### src/rtl/mb_scan_pkg.sv
`timescale 1ns/1ps
package mb_scan_pkg;
  localparam int CODE_W = 4;
  localparam logic [CODE_W-1:0] CODE_OFF      = 4'b0000;
  localparam logic [CODE_W-1:0] CODE_TX_READY = 4'b1000;
  localparam logic [CODE_W-1:0] CODE_RX_EMPTY = 4'b0100;

  typedef enum logic {ST_IDLE = 1'b0, ST_SCAN = 1'b1} scan_state_e;

  // Transmit: candidate replaces the held best only on a strictly smaller id,
  // so the lower index keeps an equal id.
  function automatic logic tx_beats(input logic [CODE_W-1:0] code,
                                    input logic [31:0] cand_id,
                                    input logic best_vld,
                                    input logic [31:0] best_id);
    return (code == CODE_TX_READY) && (!best_vld || (cand_id < best_id));
  endfunction

  // Receive: an empty receive buffer with an equal identifier.
  function automatic logic rx_hits(input logic [CODE_W-1:0] code,
                                   input logic [31:0] cand_id,
                                   input logic [31:0] frame_id);
    return (code == CODE_RX_EMPTY) && (cand_id == frame_id);
  endfunction
endpackage

### src/rtl/mb_buf_array.sv
`timescale 1ns/1ps
module mb_buf_array
  import mb_scan_pkg::*;
#(
  parameter int NUM_MB = 16,
  parameter int ID_W   = 11,
  localparam int IDX_W = $clog2(NUM_MB)
) (
  input  logic              clk,
  input  logic              rst_n,
  input  logic              wr_en,
  input  logic [IDX_W-1:0]  wr_idx,
  input  logic [CODE_W-1:0] wr_code,
  input  logic [ID_W-1:0]   wr_id,
  input  logic [IDX_W-1:0]  rd_idx,
  output logic [CODE_W-1:0] rd_code,
  output logic [ID_W-1:0]   rd_id
);
  logic [CODE_W-1:0] code_q [NUM_MB];
  logic [ID_W-1:0]   id_q   [NUM_MB];
  logic [NUM_MB-1:0] wr_sel;

  for (genvar gi = 0; gi < NUM_MB; gi++) begin : g_sel
    assign wr_sel[gi] = wr_en && (wr_idx == IDX_W'(gi));
  end

  always_ff @(posedge clk or negedge rst_n) begin
    if (!rst_n) begin
      for (int i = 0; i < NUM_MB; i++) begin
        code_q[i] <= CODE_OFF;
        id_q[i]   <= '0;
      end
    end else begin
      for (int i = 0; i < NUM_MB; i++) begin
        if (wr_sel[i]) begin
          code_q[i] <= wr_code;
          id_q[i]   <= wr_id;
        end
      end
    end
  end

  assign rd_code = code_q[rd_idx];
  assign rd_id   = id_q[rd_idx];
endmodule

### src/rtl/mb_deact_track.sv
`timescale 1ns/1ps
module mb_deact_track #(
  parameter int NUM_MB = 16,
  localparam int IDX_W = $clog2(NUM_MB)
) (
  input  logic             clk,
  input  logic             rst_n,
  input  logic             round_start,
  input  logic             busy,
  input  logic             wr_en,
  input  logic [IDX_W-1:0] wr_idx,
  input  logic [IDX_W-1:0] scan_idx,
  input  logic [IDX_W-1:0] best_idx,
  input  logic             best_vld,
  output logic             cand_excl,
  output logic             best_kill
);
  logic [NUM_MB-1:0] deact_q;
  logic              live_wr;

  assign live_wr = busy && wr_en;

  always_ff @(posedge clk or negedge rst_n) begin
    if (!rst_n)           deact_q <= '0;
    else if (round_start) deact_q <= '0;
    else if (live_wr)     deact_q[wr_idx] <= 1'b1;
  end

  // A write in the same cycle counts as landing before the scan.
  assign cand_excl = deact_q[scan_idx] || (live_wr && (wr_idx == scan_idx));
  assign best_kill = live_wr && best_vld && (wr_idx == best_idx);
endmodule

### src/rtl/mb_round_ctrl.sv
`timescale 1ns/1ps
module mb_round_ctrl
  import mb_scan_pkg::*;
#(
  parameter int NUM_MB = 16,
  localparam int IDX_W = $clog2(NUM_MB)
) (
  input  logic             clk,
  input  logic             rst_n,
  input  logic             start_tx,
  input  logic             start_rx,
  input  logic             frz_req,
  output logic             busy,
  output logic             is_tx,
  output logic [IDX_W-1:0] scan_idx,
  output logic             round_start,
  output logic             scan_last,
  output logic             frz_ack
);
  scan_state_e state_q;
  logic        ack_d;

  assign busy        = (state_q == ST_SCAN);
  assign round_start = !busy && !frz_ack && (start_tx || start_rx);
  assign scan_last   = busy && (scan_idx == IDX_W'(NUM_MB - 1));
  assign ack_d       = frz_req && !round_start && (!busy || scan_last);

  always_ff @(posedge clk or negedge rst_n) begin
    if (!rst_n) begin
      state_q  <= ST_IDLE;
      scan_idx <= '0;
      is_tx    <= 1'b0;
      frz_ack  <= 1'b0;
    end else begin
      frz_ack <= ack_d;
      if (round_start) begin
        state_q  <= ST_SCAN;
        scan_idx <= '0;
        is_tx    <= start_tx;
      end else if (scan_last) begin
        state_q  <= ST_IDLE;
        scan_idx <= '0;
      end else if (busy) begin
        scan_idx <= scan_idx + 1'b1;
      end
    end
  end
endmodule

### src/rtl/mb_pick_unit.sv
`timescale 1ns/1ps
module mb_pick_unit
  import mb_scan_pkg::*;
#(
  parameter int NUM_MB = 16,
  parameter int ID_W   = 11,
  localparam int IDX_W = $clog2(NUM_MB)
) (
  input  logic              clk,
  input  logic              rst_n,
  input  logic              round_start,
  input  logic              busy,
  input  logic              is_tx,
  input  logic [IDX_W-1:0]  scan_idx,
  input  logic              scan_last,
  input  logic [CODE_W-1:0] cand_code,
  input  logic [ID_W-1:0]   cand_id,
  input  logic [ID_W-1:0]   frame_id_in,
  input  logic              cand_excl,
  input  logic              best_kill,
  output logic [IDX_W-1:0]  best_idx,
  output logic              best_vld,
  output logic              cand_take,
  output logic [IDX_W-1:0]  res_idx,
  output logic              res_valid,
  output logic              res_lost,
  output logic              res_done
);
  logic [ID_W-1:0]  best_id;
  logic [ID_W-1:0]  frame_id_q;
  logic             keep_vld;
  logic             nxt_vld;
  logic [IDX_W-1:0] nxt_idx;
  logic [ID_W-1:0]  nxt_id;

  always_comb begin
    keep_vld  = best_vld && !best_kill;
    if (is_tx)
      cand_take = !cand_excl && tx_beats(cand_code, 32'(cand_id), keep_vld, 32'(best_id));
    else
      cand_take = !cand_excl && !keep_vld && rx_hits(cand_code, 32'(cand_id), 32'(frame_id_q));
    nxt_vld = keep_vld || cand_take;
    nxt_idx = cand_take ? scan_idx : best_idx;
    nxt_id  = cand_take ? cand_id  : best_id;
  end

  always_ff @(posedge clk or negedge rst_n) begin
    if (!rst_n) begin
      best_vld   <= 1'b0;
      best_idx   <= '0;
      best_id    <= '0;
      frame_id_q <= '0;
      res_idx    <= '0;
      res_valid  <= 1'b0;
      res_lost   <= 1'b0;
      res_done   <= 1'b0;
    end else begin
      res_done <= 1'b0;
      if (round_start) begin
        best_vld   <= 1'b0;
        frame_id_q <= frame_id_in;
      end else if (busy) begin
        best_vld <= nxt_vld;
        best_idx <= nxt_idx;
        best_id  <= nxt_id;
        if (scan_last) begin
          res_done  <= 1'b1;
          res_valid <= nxt_vld;
          res_idx   <= nxt_idx;
          res_lost  <= !is_tx && !nxt_vld;
        end
      end
    end
  end
endmodule

### src/rtl/mb_scan_engine.sv
`timescale 1ns/1ps
module mb_scan_engine
  import mb_scan_pkg::*;
#(
  parameter int NUM_MB = 16,
  parameter int ID_W   = 11,
  localparam int IDX_W = $clog2(NUM_MB)
) (
  input  logic              clk,
  input  logic              rst_n,
  input  logic              cpu_wr_en,
  input  logic [IDX_W-1:0]  cpu_wr_idx,
  input  logic [CODE_W-1:0] cpu_wr_code,
  input  logic [ID_W-1:0]   cpu_wr_id,
  input  logic              start_tx,
  input  logic              start_rx,
  input  logic [ID_W-1:0]   rx_frame_id,
  input  logic              frz_req,
  output logic              frz_ack,
  output logic              busy,
  output logic              res_done,
  output logic [IDX_W-1:0]  res_idx,
  output logic              res_valid,
  output logic              res_lost
);
  logic              is_tx;
  logic [IDX_W-1:0]  scan_idx;
  logic              round_start;
  logic              scan_last;
  logic [CODE_W-1:0] cand_code;
  logic [ID_W-1:0]   cand_id;
  logic              cand_excl;
  logic              best_kill;
  logic              cand_take;
  logic [IDX_W-1:0]  best_idx;
  logic              best_vld;

  mb_round_ctrl #(.NUM_MB(NUM_MB)) u_ctrl (
    .clk(clk), .rst_n(rst_n), .start_tx(start_tx), .start_rx(start_rx),
    .frz_req(frz_req), .busy(busy), .is_tx(is_tx), .scan_idx(scan_idx),
    .round_start(round_start), .scan_last(scan_last), .frz_ack(frz_ack)
  );

  mb_buf_array #(.NUM_MB(NUM_MB), .ID_W(ID_W)) u_bufs (
    .clk(clk), .rst_n(rst_n), .wr_en(cpu_wr_en), .wr_idx(cpu_wr_idx),
    .wr_code(cpu_wr_code), .wr_id(cpu_wr_id), .rd_idx(scan_idx),
    .rd_code(cand_code), .rd_id(cand_id)
  );

  mb_deact_track #(.NUM_MB(NUM_MB)) u_deact (
    .clk(clk), .rst_n(rst_n), .round_start(round_start), .busy(busy),
    .wr_en(cpu_wr_en), .wr_idx(cpu_wr_idx), .scan_idx(scan_idx),
    .best_idx(best_idx), .best_vld(best_vld),
    .cand_excl(cand_excl), .best_kill(best_kill)
  );

  mb_pick_unit #(.NUM_MB(NUM_MB), .ID_W(ID_W)) u_pick (
    .clk(clk), .rst_n(rst_n), .round_start(round_start), .busy(busy),
    .is_tx(is_tx), .scan_idx(scan_idx), .scan_last(scan_last),
    .cand_code(cand_code), .cand_id(cand_id), .frame_id_in(rx_frame_id),
    .cand_excl(cand_excl), .best_kill(best_kill),
    .best_idx(best_idx), .best_vld(best_vld), .cand_take(cand_take),
    .res_idx(res_idx), .res_valid(res_valid), .res_lost(res_lost),
    .res_done(res_done)
  );
endmodule

### config.mk
export PLATFORM = sky130hd
export DESIGN_NAME = mb_scan_engine
export DESIGN_NICKNAME = d
export VERILOG_FILES = /design/src/rtl/mb_scan_pkg.sv /design/src/rtl/mb_buf_array.sv /design/src/rtl/mb_deact_track.sv /design/src/rtl/mb_round_ctrl.sv /design/src/rtl/mb_pick_unit.sv /design/src/rtl/mb_scan_engine.sv
export SDC_FILE = /design/constraint.sdc
export NUM_CORES = 1
export LEC_CHECK = 0
export ABC_AREA = 1
export ABC_CLOCK_PERIOD_IN_PS = 3430
export BUFFER_PORTS_ARGS = -buffer_cell sky130_fd_sc_hd__buf_4
export CAP_MARGIN = 20
export CORE_UTILIZATION = 62
export CTS_BUF_LIST = sky130_fd_sc_hd__clkbuf_8 sky130_fd_sc_hd__clkbuf_16
export DETAILED_ROUTE_END_ITERATION = 10
export MAX_ROUTING_LAYER = met4
export PLACE_DENSITY = 0.82
export SLEW_MARGIN = 20
export SYNTH_ARGS = -nofsm -noshare
export SYNTH_HDL_FRONTEND = slang
export SYNTH_SLANG_ARGS = --single-unit
### constraint.sdc
create_clock -name clk -period 3.43 [get_ports clk]
set_clock_uncertainty 0.05 [all_clocks]
set_input_delay 0.343 -clock clk [delete_from_list [all_inputs] [get_ports clk]]
set_output_delay 0.343 -clock clk [all_outputs]
set_load 0.05 [all_outputs]
==> flow_summary.json <==
{
  "status": "completed",
  "worst-path-buf-inv": 4,
  "synth.area.top_cells": "dfrtp_1, nand2_1, o21ai_0",
  "synthDistinctLibCells": 32,
  "worstSkewPairLatency_ns": 0.56,
  "worstSetupEndpointType": "flop",
  "vias": 12640,
  "antenna_left": 0,
  "via_per_inst": 5.787,
  "cap_violations": 0,
  "hold_viol": 0,
  "grt_max_degree": 81,
  "h-tree-depth": 1,
  "cp.arrival_ns": 3.60,
  "grt_pass1_vias": 11790,
  "synth_common_cells": "nand2_1, o21ai_0, dfrtp_1, inv_1, nand3_1",
  "crit_path_cell_trace": "buf_4 > clkbuf_16 > o21ai_0 > o22ai_1 > nand2_1 > nand2_1 > inv_1 > nand2_1 > ha_1 > nand2_1 > nor4_1 > nand2_1 > a21oi_2 > nor2_4 > nand3_4 > clkinvlp_4 > nand2_1 > nand2_1",
  "synth.avg_cell_area_um2": 7.596,
  "path_clk_slew_ns": 0.06,
  "numCtsBuffers": 31,
  "p_per_area_mw_per_mm2": 802.5,
  "synthFlopType": "dfrtp_1",
  "period_minus_slack_ns": 3.215,
  "final_nets": 1931,
  "slowest_delay_ns": 0.54,
  "overflow": 0,
  "cp_common_cell": "nand2_1",
  "antenna_found_initial": 0,
  "finalWirelength_mm": 39.72,
  "start_util": 0.6303,
  "finalCritPeriodShare": 0.9373,
  "critPathTopFamily": "simple AND/OR/NAND/NOR gates",
  "criticalPathCategory": "flop to flop",
  "finalSetupTns_ns": 0,
  "worst_pin_slew_ns": 0.7475,
  "hold_path_class": "input port to flop",
  "rsz0062_at_grt": "no",
  "cp_data_required_time_ns": 3.82,
  "hpwl_mm": 24.05,
  "slew_headroom": 0.5011,
  "dpl_cell_area_mm2": 0.01477,
  "ys.warnings.count": 0,
  "die_h_um": 153.5,
  "startpoint_type": "flop",
  "max-vdd-ir-drop_v": 0.0005238,
  "clockBufferDepth": 3,
  "root_buffer": "clkbuf_16",
  "final_area_mm2": 0.01590,
  "netlist_instances": 1873,
  "wl_per_cell_um": 18.19,
  "async_flop_share": 1.000,
  "dp_slack_ns": 0.2144,
  "seq_area_frac_synth": 0.5224,
  "power.total_uw": 12760,
  "clock_sinks": 297,
  "grt_pass1_wl_mm": 62.88,
  "fmax_mhz": 311.1,
  "track_usage": 0.3521,
  "crit_fanout": 30,
  "drc": 0,
  "setup_viol": 0,
  "leakagePower_uw": 0.008121,
  "num_antenna_cells": 0,
  "synth_edf_count": 0,
  "yosysTopAreaCell": "dfrtp_1",
  "syn_to_final_growth_pct": 11.73,
  "dieArea_mm2": 0.02356,
  "drive_gt1_frac": 0.07741,
  "synth_most_common_cell": "nand2_1",
  "syn_nets": 1920,
  "io_pins": 45,
  "dieWidth_um": 153.5,
  "floorplan.rows": 55,
  "slowest_stage": "dfrtp_4",
  "cts_tree": "done",
  "syn_area_mm2": 0.01423,
  "setup_ws_ns": 0.2152,
  "portBuffers": 44,
  "ys_ff_latch": 297,
  "fin_util": 0.7043,
  "synth_top_area_frac": 0.5224,
  "drt-initial-drc-count": 1427,
  "place.gp.congestion": 0.9323,
  "maxSlewViolCount": 0,
  "core_area_mm2": 0.02257,
  "drtPass1Iterations": 5
}
==> worst register-to-register path: stages, from the launching register on <==
cell and delay, ns:
dfrtp_4 0.54, buf_4 0.18, clkbuf_16 0.20, o21ai_0 0.19, o22ai_1 0.10, nand2_1 0.06
nand2_1 0.12, inv_1 0.10, nand2_1 0.09, ha_1 0.29, nand2_1 0.07, nor4_1 0.28
nand2_1 0.11, a21oi_2 0.18, nor2_4 0.08, nand3_4 0.12, clkinvlp_4 0.18, nand2_1 0.10
nand2_1 0.05
==> power by group <==
| group | internal [uW] | leakage, uW | switching [uW] |
|---|---|---|---|
| sequential | 4310 | 0.00377 | 480 |
| clock | 1690 | 0.000473 | 1330 |
| combinational | 1700 | 0.00388 | 3230 |
==> logic make-up (layout without fill, tap and decap cells) <==
logic type | count (synthesis) | count (layout) | synth area share
compound gates | 366 | 366 | 0.1306
flops | 297 | 297 | 0.5224
fa+ha+maj | 11 | 11 | 0.009674
xor+xnor | 3 | 3 | 0.001847
buf+inv | 301 | 327 | 0.08662
simple gates | 895 | 895 | 0.2489
==> final timing paths <==
check	end	slack, ns	from	cells past startpoint
min in group asynchronous	u_bufs.id_q[48]	0.33	rst_n	2
setup / recovery	u_pick.best_id[6]	0.22	u_ctrl.scan_idx[0]	18
setup reg to reg	u_pick.best_id[6]	0.22	u_ctrl.scan_idx[0]	18
hold reg to reg	u_bufs.code_q[29]	0.43	u_bufs.code_q[29]	2
hold / removal	u_pick.frame_id_q[1]	0.02	rx_frame_id[1]	3
max in group asynchronous	u_pick.best_id[1]	2.11	rst_n	3
==> cell usage in the layout, fill, tap and decap left out, types with 6 or more instances in the layout <==
master and count:
nand2_1 675, o21ai_0 310, dfrtp_1 295, inv_1 182, nand3_1 121, nor2_1 87, buf_4 78, a21oi_1 34
clkbuf_16 34, ha_1 11, o21ai_1 8, dlygate4sd3_1 8, buf_12 6
==> metal layers <==
metal / share of wire / wire length, um / vias up / track usage
met1: 0.42 / 16760 / 6016 / 0.4932
met2: 0.45 / 17870 / 601 / 0.5281
met3: 0.090 / 3586 / 108 / 0.04366
met5: 0 / 0 / - / -
li1: - / - / 5914 / -
met4: 0.038 / 1497 / 0 / 0.1333
==> final cells by class <==
type / count / area [um2]
sequential: 297 / 7437
fill: 1759 / 6675
multi-input combinational: 1275 / 5584
timing repair buffer: 100 / 944.7
clock buffer: 35 / 830.8
inverter: 178 / 676.9
tap: 285 / 356.6
clock inverter: 13 / 58.81
timing repair inverter: 1 / 7.507
==> sequential cells by signal, indices dropped and copies added (netlist names) <==
signal / count
u_ctrl.is_tx: 1
u_pick.res_lost: 1
u_pick.res_idx: 4
u_bufs.id_q: 176
u_ctrl.frz_ack: 1
u_pick.best_vld: 1
u_deact.deact_q: 16
u_bufs.code_q: 64
u_pick.best_id: 11
u_pick.best_idx: 4
u_pick.frame_id_q: 11
u_pick.res_valid: 1
u_pick.res_done: 1
u_ctrl.scan_idx: 4
u_ctrl.busy: 1
==> stage by stage <==
stage          cells  hold slack [ns]
2_1_floorplan   1873        -0.002591
3_3_place_gp    2122           0.3317
3_5_place_dp    2122           0.3298
4_1_cts         2178         0.003970
5_1_grt         2184         0.004349
6_report        2184          0.01596
==> what timing repair did <==
item                       in CTS  in global routing
hold buffers                    8                  0
hold endpoints to repair       82                  0
gates resized for setup         0                 13
setup endpoints to repair       0                 20
setup buffers                   0                  2
(Power assumes the default switching activity.)
